File: src/rtl/rail_sel.sv
module rail_sel #(
  parameter int W  = 16,
  parameter int CW = 16
) (
  input  logic                clk,
  input  logic                rst_n,
  input  logic                shutdown,
  input  logic                tick,
  input  logic signed [W-1:0] samp_l,
  input  logic signed [W-1:0] samp_r,
  input  logic        [W-1:0] up_thr,
  input  logic        [W-1:0] dn_thr,
  input  logic       [CW-1:0] hold_ticks,
  output logic                rail_hi
);
  localparam int NW = CW + 1;

  logic [W-1:0]  mag_l, mag_r, mag;
  logic [CW-1:0] qcnt;
  logic [NW-1:0] qnext;
  logic          up_hit, quiet, done;

  assign mag_l  = samp_l[W-1] ? W'(~samp_l + 1'b1) : W'(samp_l);
  assign mag_r  = samp_r[W-1] ? W'(~samp_r + 1'b1) : W'(samp_r);
  assign mag    = (mag_l > mag_r) ? mag_l : mag_r;
  assign up_hit = mag >= up_thr;
  assign quiet  = mag <= dn_thr;
  assign qnext  = {1'b0, qcnt} + NW'(1);
  assign done   = qnext >= {1'b0, hold_ticks};

  always_ff @(posedge clk or negedge rst_n) begin
    if (!rst_n) begin
      rail_hi <= 1'b0;
      qcnt    <= '0;
    end else if (shutdown) begin
      rail_hi <= 1'b0;
      qcnt    <= '0;
    end else if (up_hit) begin
      rail_hi <= 1'b1;
      qcnt    <= '0;
    end else if (!rail_hi || !quiet) begin
      qcnt <= '0;
    end else if (tick) begin
      if (done) begin
        rail_hi <= 1'b0;
        qcnt    <= '0;
      end else begin
        qcnt <= qnext[CW-1:0];
      end
    end
  end
endmodule

File: config.mk
export PLATFORM = sky130hd
export DESIGN_NAME = rail_sel
export DESIGN_NICKNAME = d
export VERILOG_FILES = /design/src/rtl/rail_sel.sv
export SDC_FILE = /design/constraint.sdc
export NUM_CORES = 1
export LEC_CHECK = 0
export BUFFER_PORTS_ARGS = -buffer_cell sky130_fd_sc_hd__buf_2
export CAP_MARGIN = 40
export CELL_PAD_IN_SITES_DETAIL_PLACEMENT = 1
export CELL_PAD_IN_SITES_GLOBAL_PLACEMENT = 1
export CORE_MARGIN = 2
export CORE_UTILIZATION = 30
export CTS_CLUSTER_DIAMETER = 100
export CTS_CLUSTER_SIZE = 8
export DETAILED_ROUTE_END_ITERATION = 6
export PLACE_DENSITY = 0.61
export SYNTH_ARGS = -nofsm -noshare
export SYNTH_HDL_FRONTEND = slang
export SYNTH_SLANG_ARGS = --single-unit
File: constraint.sdc
create_clock -name clk -period 4.3 [get_ports clk]
set_input_delay 0.43 -clock clk [delete_from_list [all_inputs] [get_ports clk]]
set_output_delay 0.43 -clock clk [all_outputs]
set_load 0.005 [all_outputs]
* Word-level counts from Yosys, hierarchy flattened *
Cells that the tools add are included.

storage, ports and cells
  bits of input ports = 84
  bits in registers = 17

operators by class
  $add $sub $neg = 3
  equal/unequal tests = 1
  muxes and demuxes = 13
  bitwise logic cells = 2
  reductions and logical operators = 7
  order comparisons = 4

operator list
  operator                                                         number
  16-bit 2-to-1 mux                                                8
  16-bit by 1-bit adder with 16-bit output, second input constant  2
  16-bit NOT                                                       2
  16-bit by 1-bit adder with 17-bit output, second input constant  1
  17-bit by 16-bit greater-or-equal comparator with 1-bit output   1
  16-bit greater-or-equal comparator                               1
  16-bit greater-than comparator                                   1
  16-bit <= comparator                                             1
  3-bit nonzero test                                               2
  1-bit 2-to-1 mux                                                 5
  4-bit nonzero test                                               1
  3-bit != test, second input constant                             1
  3-bit AND reduction                                              1
  1-bit logical NOT                                                2
  1-bit logical OR                                                 1

* Logic depth before layout (Yosys ltp) *
Gate-level depths: netlist of run 1.

  depth after elaboration = 11
  gate-level depth with buffers = 25
  gate-level depth less buffers = 22

* Least setup slack after synthesis of run 1 *
No wires, ideal clock.

  path type = input to register
  start = input port samp_r[7]
  end = register qcnt[10]
  data arrival time = 5.596 ns
  stages = 20
  buffers on the path = 3
  setup time = 0.078 ns
  slack = -1.374 ns
  data required time = 4.222 ns
  cells stage by stage = or3_4 > or4_4 > or3_1 > or4b_4 > ha_1 > and4_1 > nand2_1 > o21bai_1 > a21oi_1 > buf_2 > mux2i_1 > ha_1 > a21oi_1 > a211oi_1 > a211oi_1 > o21ai_0 > or3b_2 > clkbuf_1 > clkbuf_1 > a21oi_1

between the ends
  longest elaborated chain between the ends = 11

ends and longest elaborated chain
  element                                   line  text
  from (decl)                               10    input logic signed [W-1:0] samp_r,
  16-bit NOT                                24    assign mag_r = samp_r[W-1] ? W'(~samp_r + 1'b1) : W'(samp_r);
  16-bit by 1-bit adder with 16-bit output  24
  16-bit 2-to-1 mux (*)                     24
  16-bit greater-than comparator            25    assign mag = (mag_l > mag_r) ? mag_l : mag_r;
  16-bit 2-to-1 mux (*)                     25
  16-bit <= comparator                      27    assign quiet = mag <= dn_thr;
  1-bit logical NOT                         41    end else if (!rail_hi || !quiet) begin
  1-bit logical OR                          41
  16-bit 2-to-1 mux                         41
  16-bit 2-to-1 mux                         38    end else if (up_hit) begin
  16-bit 2-to-1 mux                         35    end else if (shutdown) begin
  to (signal assigned)                      48    qcnt <= qnext[CW-1:0];
  to (decl)                                 19    logic [CW-1:0] qcnt;

Every way passes the cells marked *; elsewhere a longest branch is shown, timed or not.
A chain may end at the register's enable or synchronous reset.

* Final worst setup path of run 1 *
  start = input port samp_r[7]
  end = register qcnt[11]

Same word-level chain as after synthesis.

==> flow_summary.toml, run 1 <==
[run_status]
failing_checks = "setup timing"
run_status = "complete, but fails checks"

[yosys]
fraction_of_synthesis_flops_using_an_asynchronous_set_or_reset_pin = 1.00
synth.yosys.seq_area_share = 0.126
avg_inst_size_synth_um2 = 7.61
synthesized_cell_area_um2 = 3380
synth_flop_cell = "dfrtp_1"
synth_warnings = 0
synthesis.nets = 595
synth_enable_flop_cells = 0
syn_inst = 444
synth.distinct_cells = 50
synth.ff_latch_count = 17

[sta]
rsz0062_at_grt = "yes"
max-slew-margin-rel = 0.637
whs_ns = 0.0928
drv_slew = 0
clock.fmax_mhz = 192
hold_viol_final = 0
worst-slew-pin-transition_ns = 0.542
min_period_over_period = 1.21
finalCriticalPeriod_ns = 5.20
timing.final.setup_violations = 17
fin_ws_ns = -0.905
finClkSkew_ns = 0.00121

[grt]
grt_pass1_vias = 4125
globalRoute.totalOverflow = 0
antenna_violations_before_repair = 0
grt_start_max_net_pins = 22
grt_pass1_wl_um = 19200
grt_usage = 0.201

[power]
leakage_uw = 0.00273
power.density_cell_area_nw_per_um2 = 198
max-vdd-ir-drop_mv = 0.128

[floorplan]
die_area_um2 = 12100
fp.dieW_um = 110
initial_core_utilization = 0.309
core_region_area_um2 = 10900
die_h_um = 110
floorplan.io_pins = 85
placementRows = 38

[cts]
cts-htree-levels = 1
clock_latency_ns = 0.25
cts_buffer_count = 3
clock_sink_count = 17
tritoncts = "built"
clk_transition_reported_paths_ns = 0.05
root_buffer = "clkbuf_16"
clockBufferDepth = 2

[finish]
n_fill_cell = 1339
multi_input_comb_area_um2 = 3140
area_delta_synth_final_pct = 58.4
fin_nets = 777
layout-drive-gt1-share = 0.403
post-route-util = 0.490
register_area_um2 = 425
antennaDiodeCount = 0

[drt]
routed_wire_length_per_instance_um = 16.2
detailroute.via_count = 3871
post-route-drc-count = 0
first_pass_iters = 4
vias_per_cell = 5.06
final_antenna_net_count = 0
drt_wl_total_um = 12400
drt_iter0_markers = 91

[critical_path]
crit_start = "samp_r[7]"
crit_path_start_kind = "input port"
data_required_time_of_the_worst_path_ns = 4.47
r2r_setup_slack_ns = 0.94
critical_path_peak_fanout = 8
worstSetupPathType = "in -> reg"
critPathCapture = "qcnt[11]"
cp_data_arrival_time_ns = 5.38
crit-reg2reg-launch = "qcnt[2]"
critical_path_endpoint_category = "register"
worstReg2RegEnd = "qcnt[14]"
r2r_cells = 12

[run]
max-cap-violations = 0

[place]
count_of_input_and_output_buffers = 84
gpl.final_weighted_congestion = 0.797
place_hpwl_um = 9790

[min_path]
hold_class = "in -> async"
==> report_power, final <==
group	total, uW	switching [uW]	internal, uW
clock	188	62.2	126
combinational	708	345	363
sequential	165	2.93	162
total	1060	410	651
==> logic make-up (layout without fill, tap and decap cells) <==
| kind of cell | Yosys count | in the layout | synth area share |
|---|---|---|---|
| AND/OR/NAND/NOR | 133 | 134 | 0.212 |
| AO/OA/AOI/OAI | 90 | 90 | 0.170 |
| buffers and inverters | 80 | 260 | 0.0896 |
| adder cells (fa/ha/maj) | 67 | 67 | 0.248 |
| XOR/XNOR | 40 | 40 | 0.104 |
| multiplexers | 17 | 17 | 0.0507 |
| flip-flops | 17 | 17 | 0.126 |
==> synth_stat cells (all sizes together) (5+ instances only) <==
cell / n / area [um^2]
inv: 69 / 259
ha: 67 / 838
nand2: 38 / 143
a21oi: 29 / 145
xor2: 25 / 219
nand4: 20 / 125
dfrtp: 17 / 425
nor2: 17 / 63.8
mux2i: 16 / 160
nand3: 16 / 80.1
o21ai: 16 / 80.1
xnor2: 15 / 131
clkbuf: 8 / 30.0
a31oi: 7 / 43.8
and4: 7 / 61.3
a211oi: 6 / 45.0
a21o: 6 / 45.0
nor3: 6 / 30.0
nor2b: 5 / 31.3
o31ai: 5 / 37.5
==> cell usage in the layout, fill, tap and decap left out, drive strengths merged, types with 6 or more instances in the layout <==
cell      n
a211oi    6
a21o      6
a21oi    29
a31oi     7
and4      7
buf     186
dfrtp    17
ha       67
inv      69
mux2i    16
nand2    38
nand3    16
nand4    20
nor2     17
nor3      6
o21ai    16
xnor2    15
xor2     25
==> worst max-delay path, stage by stage <==
cell	delay (ns)
buf_2	0.10
or3_4	0.38
or4_4	0.42
or3_1	0.40
or4b_4	0.52
ha_4	0.28
and4_1	0.19
nand2_1	0.07
o21bai_4	0.18
a21oi_4	0.26
buf_12	0.18
mux2i_4	0.31
ha_4	0.19
nand4_1	0.22
buf_4	0.22
nor4_4	0.29
a31oi_4	0.07
or3b_4	0.49
a31oi_1	0.17
==> registers in the layout, summed over array words and instances (netlist names) <==
| register | flops |
|---|---|
| rail_hi | 1 |
| qcnt | 16 |
==> final cells by class <==
type / count / area share
timing repair buffer: 187 / 0.237
inverter: 69 / 0.0493
tap: 140 / 0.0327
multi-input combinational: 348 / 0.587
clock buffer: 4 / 0.0147
sequential: 17 / 0.0795
==> per-stage QoR <==
step | setup TNS [ns] | cell area (um^2) | setup WS (ns) | total power, uW | std cells
6_report | -14.69 | 5350 | -0.905 | 1060 | 765
5_1_grt | -18.22 | 5350 | -1.11 | 1130 | 765
4_1_cts | -11.71 | 5070 | -0.736 | 982 | 759
3_5_place_dp | -24.49 | 4610 | -1.49 | 687 | 740
3_3_place_gp | -23.53 | 4600 | -1.43 | 667 | 739
2_1_floorplan | -13.22 | 3440 | -0.831 | 464 | 444
==> layer usage <==
layer  vias to the layer above  part of all wire  global-route usage
met4                         0             0.014              0.0491
met1                      1843              0.42               0.232
li1                       1949                 -                   -
met5                         -                 0                   0
met3                        11             0.025              0.0112
met2                        68              0.54               0.397
==> worst min-delay path by stage <==
stage,startpoint,endpoint,cells after the start
3_3_place_gp,rst_n,qcnt[15],1
4_1_cts,rst_n,qcnt[14],1
5_1_grt,rst_n,qcnt[15],1
2_1_floorplan,rst_n,qcnt[0],0
6_report,rst_n,qcnt[14],1
3_5_place_dp,rst_n,qcnt[14],1
==> repair_timing <==
action / 4_1_cts / 5_1_grt
buffers inserted: 14 / 5
hold buffers: 0 / 0
gates resized for setup: 43 / 41
cloned: 1 / 1
pin swaps: 9 / 27
endpoints found under the setup margin: 17 / 17
hold endpoints to repair: 0 / 0
(Power assumes the default switching activity.)
==> run 2: changes to the inputs <==
==> constraint.sdc (replaced) <==
create_clock -name clk -period 5.65 [get_ports clk]
set_input_delay 0.565 -clock clk [delete_from_list [all_inputs] [get_ports clk]]
set_output_delay 0.565 -clock clk [all_outputs]
set_load 0.005 [all_outputs]
==> run 2 against run 1 <==
Effect of this change: the run now ends clean; non-clock buffer count decreased by 66; die area is the same; combinational power down 45%; power fell by 38%; worst setup slack better by 1.2 ns; first-iteration DRC count grew 41%; largest power group unchanged.
==> flow_summary.toml, run 2 (same netlist as run 1, synthesis figures left out) <==
[cts]
clock_sink_count = 17
tritoncts = "built"
clockBufferDepth = 2
clk_transition_reported_paths_ns = 0.06
clock_latency_ns = 0.25
cts-htree-levels = 1
postCtsHoldBufs = 0
root_buffer = "clkbuf_16"
cts_buffer_count = 3

[floorplan]
die_h_um = 110
fp.dieW_um = 110
floorplan.io_pins = 85
placementRows = 38
core_region_area_um2 = 10900
die_area_um2 = 12100
initial_core_utilization = 0.309

[place]
dp_slack_ns = -0.389
place_hpwl_um = 9160
detailed_place.area_um2 = 4210
count_of_input_and_output_buffers = 84
gpl.final_weighted_congestion = 0.842

[min_path]
hold_class = "in -> async"

[finish]
post-route-util = 0.402
area_delta_synth_final_pct = 30.1
layout_top_registers = "qcnt (16), rail_hi (1)"
commonest_cells_after_routing_fill_and_taps_aside = "84 x buf_2, 69 x inv_1, 67 x ha_1, 38 x nand2_1, 35 x buf_4"
antennaDiodeCount = 0
largest_register_ff_count = 16
layout-drive-gt1-share = 0.254
design_area_um2 = 4400
fin_nets = 711
layout_commonest_cell = "buf_2"
max_flop_register = "qcnt"

[sta]
min_period_over_period = 0.951
finClkSkew_ns = 0.00240
clock.fmax_mhz = 186
fin_ws_ns = 0.276
hold_viol_final = 0
drv_slew = 0
finalCriticalPeriod_ns = 5.37
worst-slew-pin-transition_ns = 0.565
max-slew-margin-rel = 0.622
timing.final.setup_violations = 0

[grt]
antenna_violations_before_repair = 0
globalRoute.totalOverflow = 0
grt_usage = 0.178
grt_start_max_net_pins = 22
grt_pass1_wl_um = 17400
grt_pass1_vias = 3745

[critical_path]
critical_path_endpoint_category = "register"
critical_path_peak_fanout = 10
cp_data_arrival_time_ns = 5.51
crit_path_start_kind = "input port"
r2r_cells = 11
data_required_time_of_the_worst_path_ns = 5.78
worstSetupPathType = "in -> reg"

[drt]
drt_wl_total_um = 10700
detailroute.via_count = 3565
post-route-drc-count = 0
vias_per_cell = 5.10
drt_iter0_markers = 128
routed_wire_length_per_instance_um = 15.3
final_antenna_net_count = 0
first_pass_iters = 4

[power]
leakage_uw = 0.00235
power.density_cell_area_nw_per_um2 = 150
max-vdd-ir-drop_mv = 0.171

[run_status]
run_status = "finished, final reports clean"

[run]
max-cap-violations = 0
## run 2: cell count changes in the layout (fill, tap and decap cells not counted), sizes merged
cell | previous run | this run
buf | 186 | 121
clkbuf | 5 | 3
clkinv | 0 | 1
## run 2: final cells by class
type	count	area (um^2)
timing repair buffer	121	706
sequential	17	425
tap	140	175
clock buffer	3	75.1
multi-input combinational	348	2750
fill	1385	6540
inverter	69	259
clock inverter	1	5.00
## run 2: worst paths after layout
kind | from | end | slack [ns]
max | samp_l[0] | qcnt[7] | 0.28
min | rst_n | qcnt[3] | 0.25
max reg2reg | qcnt[0] | qcnt[11] | 2.14
min reg2reg | qcnt[5] | qcnt[5] | 0.57
max in group asynchronous | rst_n | qcnt[15] | 5.09
min in group clk | qcnt[5] | qcnt[5] | 0.57
## run 2: report_power, final
group / switching (uW) / total (uW) / internal, uW
combinational: 205 / 386 / 181
sequential: 2.67 / 126 / 123
clock: 53.4 / 148 / 95.0
total: 261 / 661 / 400
## run 2: what timing repair did
action	4_1_cts	5_1_grt
resized for setup	1	18
cloned	0	1
setup endpoints to repair	16	17
hold endpoints to repair	0	0
pin swaps	0	7
buffers inserted	0	1
## run 2: metrics by stage
step,total power [uW],setup TNS [ns],instances,hold WS [ns]
floorplan,342,0,444,0.269
global placement,480,-3.61,692,0.529
detailed placement,498,-5.56,693,0.533
CTS,653,0,697,0.269
global route,725,-0.860,699,0.276
finish,661,0,699,0.248
## run 2: worst max-delay path, cell delays in order
cell and delay (ns):
buf_2 0.11, inv_1 0.08, ha_1 0.18, nand2b_1 0.08
nand2b_1 0.17, or4_4 0.47, o41ai_4 0.26, xor2_1 0.22
inv_1 0.06, ha_1 0.31, and4_1 0.21, a221o_1 0.33
a31oi_1 0.22, a21oi_2 0.10, buf_6 0.16, mux2i_2 0.17
buf_4 0.15, ha_1 0.28, nand4_1 0.24, buf_4 0.22
a2111o_1 0.39, a31oi_4 0.20, or3b_4 0.25, a21oi_1 0.07
## run 2: per-layer routing
layer / vias up / global-route usage / routed length, um / share of wire
li1: 1817 / - / - / -
met3: 2 / 0.0141 / 277 / 0.026
met4: 0 / 0.0107 / 18 / 0.0017
met5: - / 0 / 0 / 0
met1: 1692 / 0.225 / 4910 / 0.46
met2: 54 / 0.342 / 5490 / 0.51
==> run 3: changes to the inputs <==
--- a/config.mk
+++ b/config.mk
@@ -8,13 +8,14 @@
 export BUFFER_PORTS_ARGS = -buffer_cell sky130_fd_sc_hd__buf_2
 export CAP_MARGIN = 40
 export CELL_PAD_IN_SITES_DETAIL_PLACEMENT = 1
-export CELL_PAD_IN_SITES_GLOBAL_PLACEMENT = 1
+export CELL_PAD_IN_SITES_GLOBAL_PLACEMENT = 2
+export CORE_ASPECT_RATIO = 2
 export CORE_MARGIN = 2
-export CORE_UTILIZATION = 30
+export CORE_UTILIZATION = 31
 export CTS_CLUSTER_DIAMETER = 100
 export CTS_CLUSTER_SIZE = 8
 export DETAILED_ROUTE_END_ITERATION = 6
-export PLACE_DENSITY = 0.61
+export PLACE_DENSITY = 0.79
 export SYNTH_ARGS = -nofsm -noshare
 export SYNTH_HDL_FRONTEND = slang
 export SYNTH_SLANG_ARGS = --single-unit
==> run 3 against run 2 <==
Effect of this change: register-to-register slack got worse by 0.03 ns; worst hold slack improved by 0.0037 ns; combinational power up 4%; first-iteration DRC count decreased by 16%; sequential cell count stayed put; non-clock buffer count decreased by 6; utilization rose by 1.0 points; sequential share of layout area shrank 0.066 points; clock power shrank 3%; sequential power barely moved; global-route usage shrank 0.78 points; cell count shrank 0.86%.
==> flow_summary.toml, run 3 (same netlist as run 1, synthesis figures left out) <==
[cts]
clock_latency_ns = 0.25
tritoncts = "built"
clockBufferDepth = 2
cts_buffer_count = 3
clock_sink_count = 17
cts-htree-levels = 1
clk_transition_reported_paths_ns = 0.05
postCtsHoldBufs = 0
root_buffer = "clkbuf_16"

[power]
max-vdd-ir-drop_mv = 0.0865
power.density_cell_area_nw_per_um2 = 151
leakage_uw = 0.00231

[place]
count_of_input_and_output_buffers = 84
place_hpwl_um = 8380
placedCellCount = 686
gpl.final_weighted_congestion = 0.802
detailed_place.area_um2 = 4170

[floorplan]
die_h_um = 152
placementRows = 54
core_region_area_um2 = 10700
die_area_um2 = 11800
initial_core_utilization = 0.315
fp.dieW_um = 77.8
floorplan.io_pins = 85

[sta]
timing.final.setup_violations = 0
finalCriticalPeriod_ns = 5.42
finClkSkew_ns = 0.00203
rsz0062_at_grt = "no"
drv_slew = 0
min_period_over_period = 0.960
max-slew-margin-rel = 0.601
clock.fmax_mhz = 184
worst-slew-pin-transition_ns = 0.596
hold_viol_final = 0

[run_status]
run_status = "finished, final reports clean"

[finish]
layout-drive-gt1-share = 0.262
fin_nets = 705
layout_top_registers = "qcnt (16), rail_hi (1)"
area_delta_synth_final_pct = 31.0
antennaDiodeCount = 0
n_fill_cell = 1357
layout_commonest_cell = "buf_2"
final_cell_count_no_fill = 693
largest_register_ff_count = 16
max_flop_register = "qcnt"
design_area_um2 = 4430
multi_input_comb_area_um2 = 2810
commonest_cells_after_routing_fill_and_taps_aside = "84 x buf_2, 69 x inv_1, 66 x ha_1, 38 x nand2_1, 29 x buf_4"
register_area_um2 = 425

[min_path]
hold_class = "in -> async"

[critical_path]
timing.critical_path.cells = "buf_2 -> or3_4 -> or4_4 -> or3_1 -> or4b_4 -> ha_1 -> and4_1 -> nand2_1 -> o21bai_2 -> a21oi_4 -> buf_4 -> mux2i_1 -> ha_1 -> nand4_1 -> nor2_1 -> a22oi_1 -> a31oi_2 -> or3b_4 -> a31oi_1"
worstSetupPathType = "in -> reg"
crit_path_start_kind = "input port"
critical_path_cell_count = 19
cp_num_buf_inv = 2
r2r_cells = 11
r2r_setup_slack_ns = 2.11
kind_of_cell_adding_the_most_delay_to_the_critical_path = "simple AND/OR/NAND/NOR gates"
critical_path_peak_fanout = 8
data_required_time_of_the_worst_path_ns = 5.82
path_common_cell = "ha_1"
cp_data_arrival_time_ns = 5.59
worst_path_max_delay_cell = "or4b_4"
max_stage_delay_ns = 0.54
critical_path_endpoint_category = "register"

[drt]
drt_iter0_markers = 108
drt_wl_total_um = 10100
routed_wire_length_per_instance_um = 14.6
detailroute.via_count = 3512
final_antenna_net_count = 0
vias_per_cell = 5.07
first_pass_iters = 4
post-route-drc-count = 0

[grt]
grt_usage = 0.170
grt_pass1_vias = 3622
antenna_violations_before_repair = 0
grt_pass1_wl_um = 16700
grt_start_max_net_pins = 22
globalRoute.totalOverflow = 0

[run]
max-cap-violations = 0
## run 3: cell count changes in the layout (fill, tap and decap cells not counted), sizes merged
cell and delta:
clkinv -1, clkbuf +2, buf -7
## run 3: layer usage
layer / global-route usage / up-vias / routed length (um)
met5: 0 / - / 0
met4: 0.0241 / 0 / 100
met3: 0.0148 / 7 / 405
met2: 0.293 / 72 / 4810
met1: 0.235 / 1634 / 4790
li1: - / 1799 / -
## run 3: metrics by stage
step	setup WS (ns)	hold slack, ns	total power, uW	setup TNS (ns)	util
after floorplan	0.0196	0.269	342	0	-
final	0.227	0.252	671	0	0.412
after CTS	0.132	0.261	632	0	0.395
after detailed placement	-0.276	0.530	482	-3.70	0.388
after global placement	-0.236	0.527	474	-3.07	0.387
after global routing	0.00718	0.287	733	0	0.412
## run 3: path summary, 6_finish.rpt
kind,startpoint,end
hold / removal,rst_n,rail_hi
hold reg to reg,qcnt[15],qcnt[15]
max in group asynchronous,rst_n,qcnt[8]
min in group clk,qcnt[15],qcnt[15]
setup / recovery,samp_r[7],qcnt[11]
setup reg to reg,qcnt[2],qcnt[11]
## run 3: report_power, final
part	leakage (uW)	switching (uW)	internal (uW)
combinational	0.00203	208	193
clock	0.0000382	48.4	95.9
sequential	0.000237	2.34	124
total	0.00231	259	412
## run 3: cell type report
| cell class | count | share of cell area |
|---|---|---|
| flip-flops and latches | 17 | 0.0961 |
| repair buffers | 115 | 0.154 |
| clock buffers | 4 | 0.0178 |
| multi-input cells | 348 | 0.634 |
| well taps | 140 | 0.0396 |
| inverters | 69 | 0.0585 |
## run 3: what timing repair did
action                     in CTS  in global routing
buffers inserted                0                  1
cloned                          0                  2
setup endpoints to repair       4                 17
pin swaps                       0                  7
gates resized for setup         1                 26
## run 3: worst reg2reg max path, cell delays in order, from the launching register on
cell and delay [ns]:
dfrtp_1 0.43, and4_1 0.29, and4_1 0.32, nand4_1 0.22
xnor2_1 0.23, ha_1 0.28, a21o_1 0.17, a21o_1 0.19
a31oi_1 0.46, and2_1 0.54, nand3_1 0.14, a31oi_1 0.19
